**config.mk**
```make
export PLATFORM = sky130hd
export DESIGN_NAME = z80_io_cycle_decode
export DESIGN_NICKNAME = d
export VERILOG_FILES = /design/src/rtl/z80_io_pkg.sv /design/src/rtl/z80_cycle_classify.sv /design/src/rtl/z80_port_decode.sv /design/src/rtl/z80_io_cycle_decode.sv
export SDC_FILE = /design/constraint.sdc
export NUM_CORES = 1
export LEC_CHECK = 0
export BUFFER_PORTS_ARGS = -buffer_cell sky130_fd_sc_hd__buf_2
export CORE_AREA = 4 4 41 43
export DETAILED_ROUTE_END_ITERATION = 8
export DIE_AREA = 0 0 45 47
export REMOVE_ABC_BUFFERS = 1
export SKIP_CTS_REPAIR_TIMING = 1
export SLEW_MARGIN = 25
export SYNTH_ARGS = -nofsm -noshare
export SYNTH_HDL_FRONTEND = slang
export SYNTH_SLANG_ARGS = --single-unit
```
**constraint.sdc**
```tcl
create_clock -name clk_i -period 0.8 [get_ports clk_i]
set_clock_uncertainty 0.1 [all_clocks]
set_input_delay 0.12 -clock clk_i [delete_from_list [all_inputs] [get_ports clk_i]]
set_output_delay 0.12 -clock clk_i [all_outputs]
set_load 0.01 [all_outputs]
```
**src/rtl/z80_io_pkg.sv**
```systemverilog
package z80_io_pkg;
  localparam int CYC_W  = 3;
  localparam int NIB_W  = 4;
  localparam int PORT_N = 5;

  typedef enum logic [CYC_W-1:0] {
    CYC_IDLE  = 3'd0,
    CYC_FETCH = 3'd1,
    CYC_MRD   = 3'd2,
    CYC_MWR   = 3'd3,
    CYC_IORD  = 3'd4,
    CYC_IOWR  = 3'd5,
    CYC_INTA  = 3'd6,
    CYC_BAD   = 3'd7
  } cyc_e;

  // nibble value decoded for each port index
  function automatic logic [NIB_W-1:0] port_nib(input int idx);
    case (idx)
      0: port_nib = 4'h0;
      1: port_nib = 4'h1;
      2: port_nib = 4'h2;
      3: port_nib = 4'h3;
      default: port_nib = 4'h7;
    endcase
  endfunction
endpackage

```
**src/rtl/z80_cycle_classify.sv**
```systemverilog
module z80_cycle_classify
  import z80_io_pkg::*;
(
  input  logic clk_i,
  input  logic rst_ni,
  input  logic mreq_ni,
  input  logic iorq_ni,
  input  logic rd_ni,
  input  logic wr_ni,
  input  logic m1_ni,
  output cyc_e cyc_o
);
  always_comb begin
    unique case ({mreq_ni, iorq_ni, rd_ni, wr_ni, m1_ni})
      5'b11111: cyc_o = CYC_IDLE;
      5'b01010: cyc_o = CYC_FETCH;
      5'b01011: cyc_o = CYC_MRD;
      5'b01101: cyc_o = CYC_MWR;
      5'b10011: cyc_o = CYC_IORD;
      5'b10101: cyc_o = CYC_IOWR;
      default:  cyc_o = (!iorq_ni && !m1_ni && mreq_ni) ? CYC_INTA : CYC_BAD;
    endcase
  end

  AST_INTA_ON_ACK: assert property (@(posedge clk_i) disable iff (!rst_ni)
    (!iorq_ni && !m1_ni && mreq_ni) |-> cyc_o == CYC_INTA);
  AST_IO_NEEDS_IORQ: assert property (@(posedge clk_i) disable iff (!rst_ni)
    (cyc_o == CYC_IORD || cyc_o == CYC_IOWR) |-> (!iorq_ni && m1_ni && mreq_ni));
  AST_BOTH_REQ_BAD: assert property (@(posedge clk_i) disable iff (!rst_ni)
    (!iorq_ni && !mreq_ni) |-> cyc_o == CYC_BAD);
endmodule

```
**src/rtl/z80_port_decode.sv**
```systemverilog
module z80_port_decode
  import z80_io_pkg::*;
(
  input  logic              clk_i,
  input  logic              rst_ni,
  input  cyc_e              cyc_i,
  input  logic [NIB_W-1:0]  nib_i,
  output logic [PORT_N-1:0] rd_no,
  output logic [PORT_N-1:0] wr_no
);
  for (genvar i = 0; i < PORT_N; i++) begin : g_port
    logic hit;
    assign hit      = (nib_i == port_nib(i));
    assign rd_no[i] = ~(hit && cyc_i == CYC_IORD);
    assign wr_no[i] = ~(hit && cyc_i == CYC_IOWR);
  end

  AST_ONE_STROBE: assert property (@(posedge clk_i) disable iff (!rst_ni)
    $onehot0(~{rd_no, wr_no}));
  AST_UNUSED_RANGE: assert property (@(posedge clk_i) disable iff (!rst_ni)
    (nib_i inside {4'h4, 4'h5, 4'h6} || nib_i >= 4'h8) |-> (&rd_no && &wr_no));
  AST_RD_ONLY_IORD: assert property (@(posedge clk_i) disable iff (!rst_ni)
    !(&rd_no) |-> cyc_i == CYC_IORD);
endmodule

```
**src/rtl/z80_io_cycle_decode.sv**
```systemverilog
module z80_io_cycle_decode
  import z80_io_pkg::*;
#(
  parameter int ADDR_W = 8
) (
  input  logic                clk_i,
  input  logic                rst_ni,
  input  logic                mreq_ni,
  input  logic                iorq_ni,
  input  logic                rd_ni,
  input  logic                wr_ni,
  input  logic                m1_ni,
  input  logic [ADDR_W-1:0]   addr_i,
  output logic [2:0]          cyc_o,
  output logic [2:0]          cyc_q_o,
  output logic [4:0]          port_rd_no,
  output logic [4:0]          port_wr_no
);
  localparam int LO_W = ADDR_W - NIB_W;

  cyc_e cyc;
  cyc_e cyc_q;

  z80_cycle_classify u_cls (
    .clk_i   (clk_i),
    .rst_ni  (rst_ni),
    .mreq_ni (mreq_ni),
    .iorq_ni (iorq_ni),
    .rd_ni   (rd_ni),
    .wr_ni   (wr_ni),
    .m1_ni   (m1_ni),
    .cyc_o   (cyc)
  );

  z80_port_decode u_dec (
    .clk_i  (clk_i),
    .rst_ni (rst_ni),
    .cyc_i  (cyc),
    .nib_i  (addr_i[ADDR_W-1 -: NIB_W]),
    .rd_no  (port_rd_no),
    .wr_no  (port_wr_no)
  );

  always_ff @(posedge clk_i or negedge rst_ni) begin
    if (!rst_ni) cyc_q <= CYC_IDLE;
    else         cyc_q <= cyc;
  end

  assign cyc_o   = cyc;
  assign cyc_q_o = cyc_q;

  AST_REG_TRACKS: assert property (@(posedge clk_i) disable iff (!rst_ni)
    1'b1 |=> cyc_q_o == $past(cyc_o));
  AST_INTA_SILENT: assert property (@(posedge clk_i) disable iff (!rst_ni)
    cyc_o == 3'd6 |-> (&port_rd_no && &port_wr_no));
  AST_LOW_BITS_IGNORED: assert property (@(posedge clk_i) disable iff (!rst_ni)
    (!$stable(addr_i[LO_W-1:0]) && $stable(addr_i[ADDR_W-1 -: NIB_W]) && $stable(cyc_o))
      |-> $stable({port_rd_no, port_wr_no}));
endmodule

```
==> flow_summary.toml <==
[setup_path]
end_kind = "primary output"
start_kind = "input port"
cp_max_fo = 6
crit_required_ns = 0.58
crit_arrival_ns = 0.89
worstSetupPathType = "input port to primary output"

[detailed_routing]
via_per_inst = 4.614
antenna_left = 0
drtPass1Iterations = 4
wirelength_microns = 970
wl_per_cell_microns = 11.02
vias = 406
drt_iter0_drc = 6
remaining_drc_errors = 0

[cells_and_area]
final_common_cell = "buf_2"
layout_common_cells = "buf_2, buf_4, nand3_1, nand2_1"
instances_no_fill = 88
register_area_sq_um = 75.07
syn2layout_area_growth_pct = 103.5
final_nets = 89
drive_above_1_share_pct = 61.64
multiInputGateArea_sq_um = 235.2
utilization_pct = 44.81
num_antenna_cells = 0
largest_reg_flops = 3
fillerInstances = 150

[sta]
worst_pin_slew_ns = 0.3202
finalCriticalPeriod_ns = 1.114
period_share_pct = 139.3
final_max_slew_viol_count = 0
worst_slack_ns = -0.3143
fmax_mhz = 897.4
worst_slew_margin_rel_pct = 78.45
hold_viol_final = 0
rsz0062_at_grt = "true"
setup_viol = 17

[logic_synthesis]
synth_top_area_share_pct = 26.20
synthTopCellsByArea = "dfrtp_1, nor3_4, nand3_1"
synth_seq_cells = 3
avgSynthCellArea_sq_um = 8.186
yosysTopAreaCell = "dfrtp_1"
syn_area_sq_um = 286.5
yosysSeqAreaShare_pct = 26.20
yosysUniqueCellTypes = 18
synthCells = 35
yosysWarnings = 0

[clock_network]
h-tree-depth = 1
cts-root-buf = "clkbuf_4"
cts_sinks = 3
cts_tree = "built"
cts_buffer_depth = 2
cts.clk_slew.worst_paths_ns = 0.04
cts_buffers = 3

[global_routing]
grt_max_degree = 7
grt_pass1_vias = 343
antenna_found_initial = 0
gr-total-overflow = 0
grt_pass1_wl_mm = 1.317
track_usage_pct = 8.617

[die]
coreArea_sq_um = 1301
die_height_microns = 47
io_pins = 31
die_area_sq_um = 2115
row_count = 13
die_x_microns = 45
initial_core_util_pct = 22.02

[placed_design]
gp_congestion = 0.7077
dp_hpwl_microns = 801.2
dp_slack_ns = -0.4110
placed_cells = 80
portBuffers = 26

[power_and_ir_drop]
p_per_area_nw_per_um2 = 1093
max-vdd-ir-drop_mv = 0.3571
p_leak_nw = 0.2411

[worst_hold_path]
hold_path.class = "input port to async pin"

[job]
cap_violations = 0

[run_status]
violations = "negative setup slack"
status = "finished with violations"
## final cells by class
| cell class | instances | area share, % |
|---|---|---|
| clock buffers | 4 | 4.506 |
| multi-input cells | 31 | 40.34 |
| well taps | 15 | 3.219 |
| inverters | 1 | 0.6438 |
| flip-flops and latches | 3 | 12.88 |
| repair buffers | 34 | 38.41 |
## cell usage after synthesis, drive strengths merged
master / instances
inv: 1
a311oi: 1
nand3: 5
dfrtp: 3
nor3: 4
xor2: 2
nand2b: 2
xnor2: 1
a41oi: 1
and4b: 1
o22ai: 1
nor2: 3
nor4: 1
nand4: 2
a21oi: 1
nand2: 6
## metal layers
metal / up-vias / share of wire (%) / global-route usage, % / wire (microns)
met4: 0 / 0 / 7.018 / 0
met5: - / 0 / 0 / 0
met3: 0 / 6.8 / 1.149 / 66
li1: 215 / - / - / -
met2: 13 / 54 / 13.84 / 520
met1: 178 / 39 / 10.25 / 383
## per-stage QoR
| step | hold WS, ns | total power, mW | instance area [sq um] | TNS [ns] |
|---|---|---|---|---|
| floorplan | -0.2756 | 0.2334 | 286.5 | -1.108 |
| global placement | -0.1845 | 0.3272 | 465.4 | -4.989 |
| detailed placement | -0.1805 | 0.3302 | 465.4 | -5.142 |
| CTS | -0.4320 | 0.6058 | 491.7 | -4.999 |
| global route | 0.1246 | 0.6754 | 583.1 | -4.881 |
| finish | 0.1139 | 0.6374 | 583.1 | -4.020 |
## report_power, final
part / internal [mW] / switching (mW) / total, mW
sequential: 0.162 / 0.00181 / 0.163
combinational: 0.108 / 0.104 / 0.212
clock: 0.187 / 0.0751 / 0.262
## kinds of logic (layout without fill, tap and decap cells)
kind of cell / count (synthesis) / in the layout / share of synthesized area (%)
and+or+nand+nor: 24 / 24 / 53.27
AOI/OAI and AO/OA: 4 / 4 / 10.04
xor gates and xnor gates: 3 / 3 / 9.172
DFF: 3 / 3 / 26.20
buffers and inverters: 1 / 39 / 1.309
## critical path, stage by stage
cell,delay (ns)
buf_8,0.10
nand2b_4,0.15
nor3_4,0.25
nand4_1,0.11
buf_2,0.16
## worst max path at each step
stage | slack, ns | endpoint | cells past startpoint | start
5_1_grt | -0.38 | port_rd_no[3] | 5 | rd_ni
4_1_cts | -0.41 | cyc_o[1] | 5 | rd_ni
3_3_place_gp | -0.40 | port_wr_no[3] | 5 | iorq_ni
3_5_place_dp | -0.41 | cyc_o[1] | 5 | rd_ni
6_report | -0.31 | port_wr_no[3] | 5 | iorq_ni
2_1_floorplan | -0.22 | cyc_q_o[1] | 3 | rd_ni
Power figures use the tool's default switching activity.
